--- src/rtl/vidgen_pkg.sv ---
package vidgen_pkg;
  localparam int unsigned ADDR_W      = 16;
  localparam int unsigned DATA_W      = 8;
  localparam int unsigned LCNT_W      = 3;
  localparam int unsigned CHAR_W      = 6;
  localparam int unsigned PIX_PER_CLK = 2;
  localparam int unsigned QUAL_BIT    = 6;  // fetched bit that must be 0 for video
  localparam int unsigned INV_BIT     = 7;  // fetched bit that requests inversion
  localparam int unsigned IRQ_BIT     = 6;  // refresh address bit that requests irq
  localparam logic [DATA_W-1:0] NOP_OP = '0;

  typedef struct packed {
    logic              pend;
    logic [DATA_W-1:0] code;
  } fetch_state_t;
endpackage

--- src/rtl/vg_fetch.sv ---
module vg_fetch
  import vidgen_pkg::*;
(
  input  logic              clk,
  input  logic              rst_n,
  input  logic              fetch_valid,
  input  logic              refresh_valid,
  input  logic [ADDR_W-1:0] cpu_addr,
  input  logic [DATA_W-1:0] mem_data,
  output logic [DATA_W-1:0] cpu_data,
  output fetch_state_t      st
);
  logic         qual;
  fetch_state_t st_n;

  assign qual = fetch_valid & cpu_addr[ADDR_W-1] & ~mem_data[QUAL_BIT];

  always_comb begin
    cpu_data = qual ? NOP_OP : mem_data;
  end

  always_comb begin
    st_n = st;
    if (fetch_valid) begin
      st_n.pend = qual;
      st_n.code = mem_data;
    end else if (refresh_valid) begin
      st_n.pend = 1'b0;
    end
  end

  always_ff @(posedge clk or negedge rst_n) begin
    if (!rst_n) st <= '0;
    else        st <= st_n;
  end

  // a video fetch leaves a pending slot for the refresh cycle
  a_r1_qual_pends: assert property (@(posedge clk) disable iff (!rst_n)
    (fetch_valid && cpu_addr[ADDR_W-1] && !mem_data[QUAL_BIT]) |=> st.pend);
  // a refresh always consumes the pending slot
  a_r9_refresh_clears: assert property (@(posedge clk) disable iff (!rst_n)
    (refresh_valid && !fetch_valid) |=> !st.pend);
endmodule

--- src/rtl/vg_addr.sv ---
module vg_addr
  import vidgen_pkg::*;
(
  input  logic              fetch_valid,
  input  logic              refresh_valid,
  input  logic              pend,
  input  logic [ADDR_W-1:0] cpu_addr,
  input  logic [ADDR_W-1:0] rfsh_addr,
  input  logic [CHAR_W-1:0] code,
  input  logic [LCNT_W-1:0] line_cnt,
  output logic [ADDR_W-1:0] mem_addr
);
  localparam int unsigned IHI_W = ADDR_W - CHAR_W - LCNT_W;

  logic [ADDR_W-1:0] pat_addr;
  logic [ADDR_W-1:0] low_addr;

  assign pat_addr = {rfsh_addr[ADDR_W-1 -: IHI_W], code, line_cnt};
  assign low_addr = {1'b0, cpu_addr[ADDR_W-2:0]};

  always_comb begin
    if (fetch_valid)                mem_addr = low_addr;
    else if (refresh_valid && pend) mem_addr = pat_addr;
    else if (refresh_valid)         mem_addr = rfsh_addr;
    else                            mem_addr = low_addr;
  end
endmodule

--- src/rtl/vg_shifter.sv ---
module vg_shifter
  import vidgen_pkg::*;
(
  input  logic                   clk,
  input  logic                   rst_n,
  input  logic                   load,
  input  logic [DATA_W-1:0]      din,
  input  logic                   blank,
  output logic [PIX_PER_CLK-1:0] pix
);
  localparam int unsigned SLOT_CLKS = DATA_W / PIX_PER_CLK;
  localparam int unsigned CNT_W     = $clog2(SLOT_CLKS + 1);

  logic [DATA_W-1:0] sh_q, sh_n;
  logic [CNT_W-1:0]  cnt_q, cnt_n;
  logic              live;

  always_comb begin
    sh_n  = sh_q;
    cnt_n = cnt_q;
    if (load) begin
      sh_n  = din;
      cnt_n = CNT_W'(SLOT_CLKS);
    end else if (cnt_q != '0) begin
      sh_n  = sh_q << PIX_PER_CLK;
      cnt_n = cnt_q - 1'b1;
    end
  end

  always_ff @(posedge clk or negedge rst_n) begin
    if (!rst_n) begin
      sh_q  <= '0;
      cnt_q <= '0;
    end else begin
      sh_q  <= sh_n;
      cnt_q <= cnt_n;
    end
  end

  assign live = (cnt_q != '0) && !blank;

  for (genvar i = 0; i < PIX_PER_CLK; i++) begin : g_lane
    assign pix[PIX_PER_CLK-1-i] = live & sh_q[DATA_W-1-i];
  end

  // a load opens a full slot of pixel clocks
  a_r5_slot_len: assert property (@(posedge clk) disable iff (!rst_n)
    load |=> (cnt_q == CNT_W'(SLOT_CLKS)));
  // without reload the slot runs down by one per clock
  a_r6_countdown: assert property (@(posedge clk) disable iff (!rst_n)
    (!load && cnt_q != '0) |=> (cnt_q == $past(cnt_q) - 1'b1));
endmodule

--- src/rtl/vg_irq.sv ---
module vg_irq
  import vidgen_pkg::*;
(
  input  logic              clk,
  input  logic              rst_n,
  input  logic              refresh_valid,
  input  logic [ADDR_W-1:0] rfsh_addr,
  output logic              irq
);
  logic irq_n;
  logic up_q;

  always_comb begin
    irq_n = irq;
    if (refresh_valid) irq_n = ~rfsh_addr[IRQ_BIT];
  end

  always_ff @(posedge clk or negedge rst_n) begin
    if (!rst_n) begin
      irq  <= 1'b0;
      up_q <= 1'b0;
    end else begin
      irq  <= irq_n;
      up_q <= 1'b1;
    end
  end

  // irq follows the last refresh address bit
  a_r8_irq_follow: assert property (@(posedge clk) disable iff (!rst_n)
    (up_q && $past(refresh_valid)) |-> (irq == !$past(rfsh_addr[IRQ_BIT])));
  a_r8_irq_hold: assert property (@(posedge clk) disable iff (!rst_n)
    (up_q && !$past(refresh_valid)) |-> $stable(irq));
endmodule

--- src/rtl/opfetch_vidgen.sv ---
module opfetch_vidgen
  import vidgen_pkg::*;
(
  input  logic                   clk,
  input  logic                   rst_n,
  input  logic                   fetch_valid,
  input  logic                   refresh_valid,
  input  logic [ADDR_W-1:0]      cpu_addr,
  input  logic [ADDR_W-1:0]      rfsh_addr,
  input  logic [LCNT_W-1:0]      line_cnt,
  input  logic                   sync_active,
  input  logic [DATA_W-1:0]      mem_data,
  output logic [ADDR_W-1:0]      mem_addr,
  output logic [DATA_W-1:0]      cpu_data,
  output logic [PIX_PER_CLK-1:0] pix,
  output logic                   irq
);
  logic [1:0]        rst_sync_q;
  logic              rst_int_n;
  fetch_state_t      fst;
  logic              load;
  logic [DATA_W-1:0] pat_byte;

  always_ff @(posedge clk or negedge rst_n) begin
    if (!rst_n) rst_sync_q <= '0;
    else        rst_sync_q <= {rst_sync_q[0], 1'b1};
  end
  assign rst_int_n = rst_sync_q[1];

  vg_fetch u_fetch (
    .clk(clk), .rst_n(rst_int_n), .fetch_valid(fetch_valid),
    .refresh_valid(refresh_valid), .cpu_addr(cpu_addr),
    .mem_data(mem_data), .cpu_data(cpu_data), .st(fst)
  );

  vg_addr u_addr (
    .fetch_valid(fetch_valid), .refresh_valid(refresh_valid), .pend(fst.pend),
    .cpu_addr(cpu_addr), .rfsh_addr(rfsh_addr), .code(fst.code[CHAR_W-1:0]),
    .line_cnt(line_cnt), .mem_addr(mem_addr)
  );

  assign load     = refresh_valid & fst.pend & ~sync_active;
  assign pat_byte = mem_data ^ {DATA_W{fst.code[INV_BIT]}};

  vg_shifter u_shift (
    .clk(clk), .rst_n(rst_int_n), .load(load), .din(pat_byte),
    .blank(sync_active), .pix(pix)
  );

  vg_irq u_irq (
    .clk(clk), .rst_n(rst_int_n), .refresh_valid(refresh_valid),
    .rfsh_addr(rfsh_addr), .irq(irq)
  );

  // the memory never sees A15 during an opcode read
  a_r2_fetch_low: assert property (@(posedge clk) disable iff (!rst_int_n)
    fetch_valid |-> !mem_addr[ADDR_W-1]);
  // a pattern read carries the scanline in its low bits
  a_r3_line_bits: assert property (@(posedge clk) disable iff (!rst_int_n)
    (refresh_valid && fst.pend) |-> (mem_addr[LCNT_W-1:0] == line_cnt));
  // sync blanks the pixels
  a_r7_sync_black: assert property (@(posedge clk) disable iff (!rst_int_n)
    sync_active |-> (pix == '0));
  // a load only follows a video fetch in the previous clock
  a_r4_load_after_fetch: assert property (@(posedge clk) disable iff (!rst_int_n)
    load |-> ($past(fetch_valid) && $past(cpu_addr[ADDR_W-1])));
endmodule

--- config.mk ---
export PLATFORM = sky130hd
export DESIGN_NAME = opfetch_vidgen
export DESIGN_NICKNAME = d
export VERILOG_FILES = /design/src/rtl/vidgen_pkg.sv /design/src/rtl/vg_fetch.sv /design/src/rtl/vg_addr.sv /design/src/rtl/vg_shifter.sv /design/src/rtl/vg_irq.sv /design/src/rtl/opfetch_vidgen.sv
export SDC_FILE = /design/constraint.sdc
export NUM_CORES = 1
export LEC_CHECK = 0
export BUFFER_PORTS_ARGS = -buffer_cell sky130_fd_sc_hd__buf_2
export CORE_ASPECT_RATIO = 0.7
export CORE_UTILIZATION = 44
export CTS_CLUSTER_DIAMETER = 120
export DETAILED_ROUTE_END_ITERATION = 6
export GPL_ROUTABILITY_DRIVEN = 0
export GPL_TIMING_DRIVEN = 0
export PLACE_DENSITY_LB_ADDON = 0.25
export SLEW_MARGIN = 20
export SYNTH_ARGS = -nofsm -noshare
export SYNTH_HDL_FRONTEND = slang
export SYNTH_SLANG_ARGS = --single-unit
--- constraint.sdc ---
create_clock -name clk -period 1.49 [get_ports clk]
set_input_delay 0.0745 -clock clk [delete_from_list [all_inputs] [get_ports clk]]
set_output_delay 0.0745 -clock clk [all_outputs]
set_load 0.1 [all_outputs]
======== Word level (Yosys, flattened, before mapping) ========
Index checks and enable logic that the tools add are counted.
storage, ports and cells
  word-level logic and storage cells ...... 33
  output and inout bits ................... 27
  bits in registers ....................... 23
  input port bits ......................... 48
cells by class
  bitwise gates (word level) .............. 10
  multiplexer cells ....................... 10
  reduce and logical (&&, ||, !) cells .... 6
  $add $sub $neg .......................... 1
operator list
  operator                                           count
  two-way mux 16 bit                                 3
  two-way mux 8 bit                                  3
  XOR 8 bit                                          1
  AND 1 bit                                          6
  two-way mux 3 bit                                  2
  nonzero test 2 bit                                 2
  NOT 1 bit                                          3
  nonzero test 3 bit                                 1
  subtractor 3 x 1 -> 3 bit (second input constant)  1
  logical AND 1 bit                                  2
  two-way mux 1 bit                                  2
  logical NOT 1 bit                                  1

======== Logic depth before layout (Yosys ltp) ========
  depth after elaboration ................. 3
  mapped depth ............................ 6
  depth with buffers taken out ............ 5

======== Cells and area by module ========
From an unflattened synthesis, not the netlist that was laid out.
second synthesis, totals
  cells, all modules ...................... 128
  area, all modules ....................... 1571.5 um2
modules (own cells, without submodules)
  module          cells an instance  area an instance (um2)  seq. area each (um2)  instances
  vg_shifter      54                 543.0                   275.3                 1
  vg_fetch        29                 435.4                   225.2                 1
  vg_addr         29                 410.4                   0.0                   1
  opfetch_vidgen  13                 143.9                   50.0                  1
  vg_irq          3                  38.8                    25.0                  1

======== Worst setup path before layout ========
No wires, ideal clock.
  path kind ............................... register to output
  start point ............................. register u_shift.cnt_q[0]
  end point ............................... output port pix[0]
  stages on the path, launching flop included .. 6
  path slack .............................. -1.696 ns
  arrival ................................. 3.111 ns
  required time ........................... 1.416 ns
  buffers on the path ..................... 1
  path through ............................ dfrtp_1 > inv_1 > ha_1 > nor2b_1 > buf_6 > nor3b_1
on the way
  cells in the longest elaborated chain, start to end .. 3
ends and longest elaborated chain
  what                    line                  source
  from (decl)             vg_shifter.sv:15      logic [CNT_W-1:0] cnt_q, cnt_n;
  from (signal assigned)  vg_shifter.sv:36      cnt_q <= cnt_n;
  nonzero test 3 bit      vg_shifter.sv:40      assign live = (cnt_q != '0) && !blank;
  logical AND 1 bit       vg_shifter.sv:40
  AND 1 bit               vg_shifter.sv:43      assign pix[PIX_PER_CLK-1-i] = live & sh_q[DATA_W-1-i];
  to (decl)               opfetch_vidgen.sv:15  output logic [PIX_PER_CLK-1:0] pix,
Every way passes these cells.

======== Worst setup path after layout ========
  start point ............................. register u_shift.cnt_q[1]
  end point ............................... register u_shift.sh_q[4]
on the way
  cells in the longest elaborated chain, start to end .. 2
ends and longest elaborated chain
  what                          line              source
  nonzero test 3 bit            vg_shifter.sv:24  end else if (cnt_q != '0) begin
  nonzero test 2 bit (no line)  n/a
  to (signal assigned)          vg_shifter.sv:35  sh_q <= sh_n;
  to (decl)                     vg_shifter.sv:14  logic [DATA_W-1:0] sh_q, sh_n;
Every way passes these cells.
A chain may end at the register's enable or synchronous reset.

==> results.sh <==
export IMPL_cp_start_kind="flip-flop"
export IMPL_routedWlPerCell_um=17.6
export IMPL_tightest_slew_ns=0.854
export IMPL_syn_area_mm2=0.00136
export IMPL_drc_errors=0
export IMPL_slew_violations=0
export IMPL_final_cell_area_mm2=0.00230
export IMPL_switchingPower_w=0.00116
export IMPL_finalSetupViolCount=2
export IMPL_status="complete, but fails checks"
export IMPL_setup_ws_ns=-0.0194
export IMPL_ys_flop_type="dfrtp_1"
export IMPL_clock_skew_ns=0.00348
export IMPL_dp_slack_ns=-0.0878
export IMPL_initial_core_util=0.474
export IMPL_yosysTopAreaCell="dfrtp_1"
export IMPL_synth_seq_cells=22
export IMPL_netlist_area_leader_share=0.406
export IMPL_track_usage=0.252
export IMPL_worst_ep_required_time_ns=1.63
export IMPL_synth_common_cells="dfrtp_1, mux2i_1, mux2_2, o21ai_0, nand2_1"
export IMPL_rsz0062_at_grt="true"
export IMPL_routed_wl_um=4450
export IMPL_cts_htree_levels=1
export IMPL_grt_first_pass_wirelength_um=6130
export IMPL_rows=16
export IMPL_worstPathMaxFanout=6
export IMPL_cts_inserted_buffers=3
export IMPL_vias_per_cell=5.21
export IMPL_synth_warnings=0
export IMPL_antenna_cells=0
export IMPL_crit_path_end_kind="flip-flop"
export IMPL_clock_path_buffers=2
export IMPL_p_seq_frac=0.293
export IMPL_ant_nets=0
export IMPL_min_path_type="input pin to flip-flop"
export IMPL_avgSynthCellArea_um2=10.3
export IMPL_yosysMostFrequentCell="dfrtp_1"
export IMPL_dpl_hpwl_um=2750
export IMPL_syn_inst=132
export IMPL_grt_max_degree=21
export IMPL_netSwitchingFraction=0.432
export IMPL_crit_chain="inv_2 > ha_4 > nor2b_4 > buf_4 > mux2i_1 > a21oi_1"
export IMPL_arrival_ns=1.65
export IMPL_slowest_stage="dfrtp_1"
export IMPL_violations="negative setup slack"
export IMPL_coreArea_mm2=0.00286
export IMPL_path_clk_slew_ns=0.08
export IMPL_final_hold_violation_count=0
export IMPL_drtPass1Iterations=4
export IMPL_ys_seq_area_frac=0.406
export IMPL_synth_area_leaders="dfrtp_1, mux2i_1, mux2_2"
export IMPL_max_vdd_ir_drop_mv=0.696
export IMPL_drive_gt1_frac=0.608
export IMPL_clock_latency_ns=0.26
export IMPL_areaGrowthSynthToFinish_pct=69.8
export IMPL_clockRootBuffer="clkbuf_8"
export IMPL_whs_path_depth=2
export IMPL_period_needed_ns=1.51
export IMPL_critPathMaxStageDelay_ns=0.38
export IMPL_crit_type="flip-flop to flip-flop"
export IMPL_grt_overflow=0
export IMPL_finish_utilization=0.805
export IMPL_p_clk_frac=0.133
export IMPL_synth_edff_count=0
export IMPL_timing_final_crit_share=1.01
export IMPL_synthDistinctLibCells=24
export IMPL_p_leak_nw=1.07
export IMPL_place_area_mm2=0.00190
export IMPL_antenna_found_initial=0
export IMPL_clock_sinks=22
export IMPL_grt_pass1_vias=1239
export IMPL_io_pins=75
export IMPL_via_count=1317
export IMPL_cts_tree="yes"
export IMPL_combinationalPowerShare=0.574
export IMPL_dieWidth_um=68.4
export IMPL_die_y_um=48.5
export IMPL_first_iter_violations=38
export IMPL_slew_headroom=0.431
export IMPL_max_freq_mhz=663
export IMPL_io_buffers=73
export IMPL_ys_async_sr_fraction=1.00
export IMPL_rr_worst_depth=6
export IMPL_synth_fp_nets=182
export IMPL_nNetsFinal=269
export IMPL_p_per_area_mw_per_mm2=1170
export IMPL_die_area_mm2=0.00331
export IMPL_maxCapViolCount=0
export IMPL_p_int_w=0.00153
[placed cells by master (no fill, tap or decap), types with 3 or more instances in the layout]
cell type  instances
o21ai_4            9
buf_12            11
nand2_1           10
and2_1             9
xor2_1             6
xnor2_1            3
o21ai_0            3
a21oi_1            6
buf_4              8
mux2_2            12
clkbuf_8           3
dfrtp_1           22
nor2_1             7
buf_6              4
buf_2             65
mux2i_1            9
mux2i_4            8
[registers in the layout, indices dropped and copies added, names as in the netlist]
name           count
u_irq.irq          1
u_fetch.st         8
u_shift.sh_q       8
u_shift.cnt_q      3
rst_sync_q         2
[per-stage QoR]
stage | cells | hold WS (ns) | power (W) | TNS (ns)
floorplan | 132 | -0.221 | 0.00175 | -0.530
global placement | 241 | -0.141 | 0.00193 | -0.0822
detailed placement | 241 | -0.132 | 0.00198 | -0.158
CTS | 249 | 0.0406 | 0.00252 | -0.0116
global route | 253 | 0.0535 | 0.00281 | -0.611
finish | 253 | 0.0645 | 0.00269 | -0.0342
[power groups by stage]
stage	clock network (W)	logic (W)	registers (W)
2_1_floorplan	0	0.000967	0.000787
3_3_place_gp	0	0.00115	0.000778
3_5_place_dp	0	0.00119	0.000786
4_1_cts	0.000363	0.00137	0.000781
5_1_grt	0.000400	0.00161	0.000799
6_report	0.000359	0.00155	0.000788
[routing by layer]
metal	wire (um)	up-vias	GRT usage
met4	69	0	0.0556
li1	-	615	-
met5	0	-	0
met2	2500	54	0.443
met1	1670	640	0.316
met3	214	8	0.0448
[final timing paths]
check	from	end	slack (ns)
min	rfsh_addr[6]	u_irq.irq$_DFFE_PN0P_	0.06
min reg2reg	rst_sync_q[1]$_DFF_PN0_	u_shift.sh_q[2]$_DFFE_PN0P_	0.36
max in group asynchronous	rst_sync_q[1]$_DFF_PN0_	u_shift.sh_q[1]$_DFFE_PN0P_	0.61
max	u_shift.cnt_q[1]$_DFFE_PN0P_	u_shift.sh_q[4]$_DFFE_PN0P_	-0.02
min in group asynchronous	rst_n	rst_sync_q[0]$_DFF_PN0_	0.13
max reg2reg	u_shift.cnt_q[1]$_DFFE_PN0P_	u_shift.sh_q[4]$_DFFE_PN0P_	-0.02
[cell type report]
| class | count | area [um^2] |
|---|---|---|
| multi-input cells | 97 | 972 |
| repair buffers | 83 | 607 |
| fillers | 167 | 559 |
| flip-flops and latches | 22 | 551 |
| plain buffers | 8 | 72.6 |
| well taps | 36 | 45.0 |
| clock buffers | 3 | 41.3 |
| inverters | 4 | 15.0 |
[repair_timing]
item,CTS,global route
hold buffers,1,0
pin swaps,2,1
resized for setup,41,27
buffers inserted,5,4
endpoints found under the hold margin,2,0
endpoints found under the setup margin,11,18
[kinds of logic after synthesis]
logic type                 after synthesis  synth area share
xor gates and xnor gates                 9            0.0581
AOI/OAI and AO/OA                       18            0.0664
adders and majority gates                2            0.0184
buffers and inverters                   13            0.0618
other                                    1           0.00276
and+or+nand+nor                         36             0.143
muxes                                   31             0.244
DFF                                     22             0.406
[critical path: cells and delay by family, from the launching register on]
| family | cells | cell delay [ns] |
|---|---|---|
| mux | 1 | 0.23 |
| compound gates | 1 | 0.09 |
| fa+ha+maj | 1 | 0.13 |
| flops | 1 | 0.38 |
| simple gates | 1 | 0.29 |
| buf+inv | 2 | 0.28 |
No activity file was read; power rests on OpenSTA's default activity.
